File: src/rtl/booth_pkg.sv
package booth_pkg;
    typedef enum logic [1:0] {
        OP_KEEP = 2'd0,
        OP_ADD  = 2'd1,
        OP_SUB  = 2'd2
    } booth_op_e;
endpackage

File: src/rtl/booth_recoder.sv
module booth_recoder
    import booth_pkg::*;
(
    input  logic      cur_bit,
    input  logic      right_bit,
    output booth_op_e op
);
    always_comb begin
        case ({cur_bit, right_bit})
            2'b10:   op = OP_SUB;   // a run of ones begins
            2'b01:   op = OP_ADD;   // a run of ones has just ended
            default: op = OP_KEEP;  // inside a run of ones or of zeros
        endcase
    end
endmodule

File: src/rtl/booth_addsub.sv
module booth_addsub
    import booth_pkg::*;
#(
    parameter int AW = 9
) (
    input  logic [AW-1:0] acc,
    input  logic [AW-1:0] mc,
    input  booth_op_e     op,
    output logic [AW-1:0] res
);
    always_comb begin
        case (op)
            OP_ADD:  res = acc + mc;
            OP_SUB:  res = acc - mc;
            default: res = acc;
        endcase
    end
endmodule

File: src/rtl/booth_step_ctr.sv
module booth_step_ctr #(
    parameter int STEPS = 8
) (
    input  logic clk,
    input  logic rst_n,
    input  logic load,
    input  logic advance,
    output logic last
);
    localparam int CW = (STEPS > 1) ? $clog2(STEPS) : 1;

    logic [CW-1:0] cnt_d, cnt_q;

    assign last = (cnt_q == CW'(STEPS - 1));

    always_comb begin
        cnt_d = cnt_q;
        if (load)
            cnt_d = '0;
        else if (advance)
            cnt_d = last ? '0 : cnt_q + 1'b1;
    end

    always_ff @(posedge clk or negedge rst_n) begin
        if (!rst_n) cnt_q <= '0;
        else        cnt_q <= cnt_d;
    end
endmodule

File: src/rtl/booth_mul.sv
module booth_mul
    import booth_pkg::*;
#(
    parameter int WIDTH = 8
) (
    input  logic                 clk,
    input  logic                 rst_n,
    input  logic                 start,
    input  logic [WIDTH-1:0]     mcand,
    input  logic [WIDTH-1:0]     mplier,
    output logic                 busy,
    output logic                 done,
    output logic [2*WIDTH-1:0]   product
);
    localparam int AW = WIDTH + 1;   // guard bit keeps the most negative multiplicand exact

    typedef struct packed {
        logic             busy;
        logic             done;
        logic [AW-1:0]    acc;   // upper partial sum
        logic [WIDTH-1:0] mq;    // multiplier, shifted out as the product fills in
        logic             qm1;   // bit to the right of the scanned bit
        logic [AW-1:0]    mc;    // sign-extended multiplicand
    } mul_state_t;

    mul_state_t state_d, state_q;

    logic          accept;
    logic          step_last;
    booth_op_e     step_op;
    logic [AW-1:0] step_sum;

    // internal views for the bound checker
    logic [AW-1:0] acc_view;
    logic [AW-1:0] mc_view;
    logic [1:0]    pair_view;

    assign accept = start && !state_q.busy;

    booth_recoder u_recoder (
        .cur_bit   (state_q.mq[0]),
        .right_bit (state_q.qm1),
        .op        (step_op)
    );

    booth_addsub #(.AW(AW)) u_addsub (
        .acc (state_q.acc),
        .mc  (state_q.mc),
        .op  (step_op),
        .res (step_sum)
    );

    booth_step_ctr #(.STEPS(WIDTH)) u_ctr (
        .clk     (clk),
        .rst_n   (rst_n),
        .load    (accept),
        .advance (state_q.busy),
        .last    (step_last)
    );

    always_comb begin
        state_d      = state_q;
        state_d.done = 1'b0;
        if (state_q.busy) begin
            // arithmetic right shift of {sum, multiplier, right bit}
            {state_d.acc, state_d.mq, state_d.qm1} = {step_sum[AW-1], step_sum, state_q.mq};
            if (step_last) begin
                state_d.busy = 1'b0;
                state_d.done = 1'b1;
            end
        end else if (start) begin
            state_d.busy = 1'b1;
            state_d.acc  = '0;
            state_d.mq   = mplier;
            state_d.qm1  = 1'b0;
            state_d.mc   = {mcand[WIDTH-1], mcand};
        end
    end

    always_ff @(posedge clk or negedge rst_n) begin
        if (!rst_n) state_q <= '0;
        else        state_q <= state_d;
    end

    assign busy      = state_q.busy;
    assign done      = state_q.done;
    assign product   = {state_q.acc[WIDTH-1:0], state_q.mq};
    assign acc_view  = state_q.acc;
    assign mc_view   = state_q.mc;
    assign pair_view = {state_q.mq[0], state_q.qm1};
endmodule

File: config.mk
export PLATFORM = sky130hd
export DESIGN_NAME = booth_mul
export DESIGN_NICKNAME = d
export VERILOG_FILES = /design/src/rtl/booth_pkg.sv /design/src/rtl/booth_recoder.sv /design/src/rtl/booth_addsub.sv /design/src/rtl/booth_step_ctr.sv /design/src/rtl/booth_mul.sv
export SDC_FILE = /design/constraint.sdc
export NUM_CORES = 1
export LEC_CHECK = 0
export BUFFER_PORTS_ARGS = -buffer_cell sky130_fd_sc_hd__buf_2
export CAP_MARGIN = 15
export CORE_ASPECT_RATIO = 2
export CORE_MARGIN = 2
export CORE_UTILIZATION = 30
export CTS_BUF_LIST = sky130_fd_sc_hd__clkbuf_4
export CTS_CLUSTER_SIZE = 25
export DETAILED_ROUTE_END_ITERATION = 8
export PLACE_DENSITY_LB_ADDON = 0.08
export SLEW_MARGIN = 10
export SYNTH_ARGS = -nofsm -noshare
export SYNTH_HDL_FRONTEND = slang
export SYNTH_SLANG_ARGS = --single-unit
File: constraint.sdc
create_clock -name clk -period 4.7 [get_ports clk]
set_input_delay 0.705 -clock clk [delete_from_list [all_inputs] [get_ports clk]]
set_output_delay 0.705 -clock clk [all_outputs]
set_load 0.005 [all_outputs]
Word level (Yosys, flattened, before mapping). Cells that the tools add are included.

$add $sub $neg: 3. Equality and inequality tests: 5. Muxes and demuxes: 11. Bitwise gates (word level): 1. Reduce and logical (&&, ||, !) cells: 5.

Operators with widths (number): 27-bit 2-to-1 mux (1); 18-bit 2-to-1 mux (1); 9-bit case mux with 2 select lines (1); 9-bit adder (1); 3-bit 2-to-1 mux (3); 9-bit subtractor (1); 2-bit by 1-bit == test with 1-bit output, second input constant (2); 2-bit == test, second input constant (2); 2-bit case mux with 2 select lines (1); 2-bit nonzero test (2); 3-bit by 1-bit adder with 3-bit output, second input constant (1); 3-bit == test, second input constant (1); 1-bit 2-to-1 mux (3); 2-bit 2-to-1 mux (1); 2-bit AND reduction (1); 1-bit logical AND (1); 1-bit zero test (1); 1-bit inverter (1).

Flip-flop bits (word level): 31. Bits of input ports: 19. Word-level logic and storage cells: 32.

Logic depth before layout (Yosys ltp).
Word-level depth: 5. Mapped depth: 12. Depth with buffers taken out: 12.

Cells and area by module. From an unflattened synthesis, not the netlist that was laid out.

Cell total of the unflattened synthesis: 185. Area, all modules: 1946.9 µm².

By module, submodules not included: booth_mul (times used 1, cells an instance 78, area each 1113.6 µm², sequential area each 675.6 µm²); booth_addsub (times used 1, cells an instance 93, area each 666.9 µm², sequential area each 0.0 µm²); booth_step_ctr (times used 1, cells an instance 12, area each 151.4 µm², sequential area each 75.1 µm²); booth_recoder (times used 1, cells an instance 2, area each 15.0 µm², sequential area each 0.0 µm²).

Worst setup path after synthesis. Ideal clock, no wire load.

Kind: reg2reg. Start: register state_q, in the netlist pair_view[0]. End: register state_q, in the netlist acc_view[3]. Library setup time: 0.082 ns. Arrival time: 2.440 ns. Required time: 4.618 ns. Path slack: 2.178 ns. Stages on the path, launching flop included: 11. Path buffers: 1. Path through: dfrtp_1 > inv_1 > ha_1 > clkbuf_1 > mux2_2 > fa_1 > nand2b_1 > a21boi_0 > nor3_1 > or3_1 > a31oi_1.

Word-level cells in the longest chain between the ends: 5. Elaborated cells on any way between the ends: 7. Classes of those cells: 4 x eq/ne; 3 x mux.

Ends and longest elaborated chain: from (decl) (RTL line booth_mul.sv:26) `mul_state_t state_d, state_q;`; from (signal assigned) (RTL line booth_mul.sv:82) `else state_q <= state_d;`; 2-bit by 1-bit == test with 1-bit output / 2-bit == test (equally long branches) (RTL line booth_recoder.sv:9) `case ({cur_bit, right_bit})`; 2-bit case mux with 2 select lines (*) (RTL line booth_recoder.sv:9); 2-bit == test / 2-bit by 1-bit == test with 1-bit output (equally long branches) (RTL line booth_addsub.sv:12) `case (op)`; 9-bit case mux with 2 select lines (*) (RTL line booth_addsub.sv:12); 18-bit 2-to-1 mux (*) (RTL line booth_mul.sv:64) `if (state_q.busy) begin`.

Mark *: on every way between the ends. The rest lies on a longest branch, timed or not. A chain may end at the register's enable or synchronous reset.

Worst setup path after layout.
Start: register state_q, in the netlist mc_view[0]. End: register state_q, in the netlist acc_view[6].

Word-level cells in the longest chain between the ends: 3. Elaborated cells on any way between the ends: 4. Classes of those cells: 2 x add/sub; 2 x mux.

Ends and longest elaborated chain (RTL line): 9-bit subtractor / 9-bit adder (equally long branches) (booth_addsub.sv:14, booth_addsub.sv:13); 9-bit case mux with 2 select lines (*) (booth_addsub.sv:12); 18-bit 2-to-1 mux (*) (booth_mul.sv:64).

Marked as above.

==> qor.yml <==
outcome:
  status: "completed"
timing:
  post-route-period-util_pct: 61.4
  setup_slack_ns: 1.81
  fin_skew_ns: 0.0105
  max_slew_margin_pct: 40.2
  worstMarginPinSlew_ns: 0.894
  period_minus_slack_ns: 2.89
  slew_violations: 0
  hold_viol_final: 0
  setup_viol: 0
  fmax_mhz: 346
  holdWs_ns: 0.405
  rsz0062_at_grt: "false"
  fin_setup_tns_ns: 0
yosys:
  syn_inst: 191
  synth_top_area_cell: "dfrtp_1"
  dominantRegCellSynth: "dfrtp_1"
  synth_top_area_share_pct: 40.1
  synth-seq-cells: 30
  netlist_top_cells_area: "dfrtp_1 40%, ha_1 8.0%, mux2i_1 4.3%"
  synth_cell_types: 40
  syn-num-nets: 223
  synth_edf_count: 0
  synth_area_mm2: 0.00187
  async_flop_share_pct: 100
  ys_warn_count: 0
  ys_seq_area_share_pct: 40.1
  avgSynthCellArea_um2: 9.79
clocking:
  cts_buffer_depth: 2
  clk_pin_slew_worst_paths_ns: 0.11
  cts_root_buf: "clkbuf_4"
  clock-sinks: 30
  cts_hold_buf: 0
  insertion_delay_ns: 0.35
  cts_made_buffers: 5
  tritoncts: "yes"
  cts_resized: 0
  htree_levels: 2
  cts_setup_buffers: 0
finish:
  drive_above_1_share_pct: 22.7
  final_cell_mix: "36 x buf_2, 30 x dfrtp_1, 21 x nand2_1"
  nets: 256
  diodes: 0
  syn2layout_area_growth_pct: 12.2
  layout_commonest_cell: "buf_2"
setup_path:
  crit_fanout: 6
  cp-start-kind: "register"
  startpoint: "mc_view[0]$_DFFE_PN0P_"
  worstPathCellList: "inv_1, ha_1, nor3b_1, nor2_1, xnor2_1, ha_1, a21o_1, a21o_1, a221oi_2, xor2_1, o21ai_1, a22o_1"
  crit_required_ns: 4.95
  cpMaxStageDelayCell: "dfrtp_1"
  slowest_delay_ns: 0.44
  crit_type: "register to register"
  reg2reg_from: "mc_view[0]$_DFFE_PN0P_"
  rrSetupSlack_ns: 1.81
  path_delay_family: "compound AO/OA/AOI/OAI gates"
  cp.arrival_ns: 3.14
  endpoint_kind: "register"
  path_buf_inv: 1
global_route:
  grt_usage_pct: 15.4
  grt_max_degree: 31
  grt_pass1_wl_um: 7830
  grt_pass1_vias: 1606
  antenna_found_initial: 0
  grt_overflow: 0
flow_run:
  max_cap_viol_count: 0
route:
  wl_per_cell_um: 16.7
  finalWirelength_um: 4800
  drc: 0
  postRouteAntennaNets: 0
  firstDrtPassIters: 4
  vias: 1529
  routed_via_density: 5.31
  drtIter0Drc: 43
floorplanning:
  fp-row-count: 40
  die_x_um: 59.8
  dieHeight_um: 116
  ios: 37
  dieArea_mm2: 0.00692
  core-area_mm2: 0.00601
  floorplan.initialDensity_pct: 31.1
place:
  dp_slack_ns: 1.79
  io_buffers: 36
  post-dp-hpwl_um: 3520
  gp_congestion: 0.739
min_path:
  hp-class: "primary input to async pin"
-- final cells by class --
cell class                      count  area, µm²
Fill cell                         652       3910
Clock buffer                        6       45.0
Timing Repair Buffer               37        188
Clock inverter                      2       8.76
Multi-Input combinational cell    140        991
Sequential cell                    30        751
Tap cell                           63       78.8
Inverter                           10       37.5
-- cell usage after synthesis, types with 2 or more instances --
library cell,n
inv_1,10
nand4_1,2
a211oi_1,2
buf_6,2
mux2i_1,8
nand2b_1,2
xor2_1,3
mux2_2,6
o21a_1,4
a21oi_1,10
xnor2_1,6
a22o_1,8
nor2_1,10
nand2_1,21
nor3b_1,3
a21boi_0,2
clkbuf_1,4
dfrtp_1,30
or3_1,2
o21ai_0,15
clkbuf_8,3
a31oi_1,3
nor3_1,5
a21o_1,2
ha_1,12
nor2b_1,2
-- per-stage QoR --
stage / area, µm² / utilization, % / std cells
3_3_place_gp: 2050 / 34.1 / 280
5_1_grt: 2100 / 35.0 / 288
2_1_floorplan: 1870 / - / 191
6_report: 2100 / 35.0 / 288
4_1_cts: 2100 / 35.0 / 288
3_5_place_dp: 2050 / 34.1 / 280
-- kinds of logic after synthesis --
family / synth area share, %
mux: 7.89
xor+xnor: 4.21
flops: 40.1
simple gates: 12.7
buf+inv: 6.89
compound gates: 19.1
fa+ha+maj: 9.10
-- flip-flops by register name (all words and copies together), names as in the netlist --
register,flops
busy,1
product,8
done,1
pair_view,1
u_ctr.cnt_q,3
mc_view,8
acc_view,8
-- path summary, 6_finish.rpt --
| kind | end | depth (start not counted) |
|---|---|---|
| setup / recovery | acc_view[6]$_DFFE_PN0P_ | 12 |
| hold / removal | acc_view[4]$_DFFE_PN0P_ | 1 |
| setup reg to reg | acc_view[6]$_DFFE_PN0P_ | 12 |
| hold reg to reg | pair_view[0]$_DFFE_PN0P_ | 1 |
| max in group asynchronous | product[0]$_DFFE_PN0P_ | 1 |
| min in group clk | pair_view[0]$_DFFE_PN0P_ | 1 |
-- per-layer routing --
metal | GRT usage, % | routed length (µm)
met1 | 16.0 | 1740
met2 | 27.6 | 2680
met3 | 3.24 | 220
met4 | 8.30 | 158
met5 | 0 | 0
Power is not shown: default switching activity piles up to over one toggle a cycle in this logic, so the estimate is an artifact.
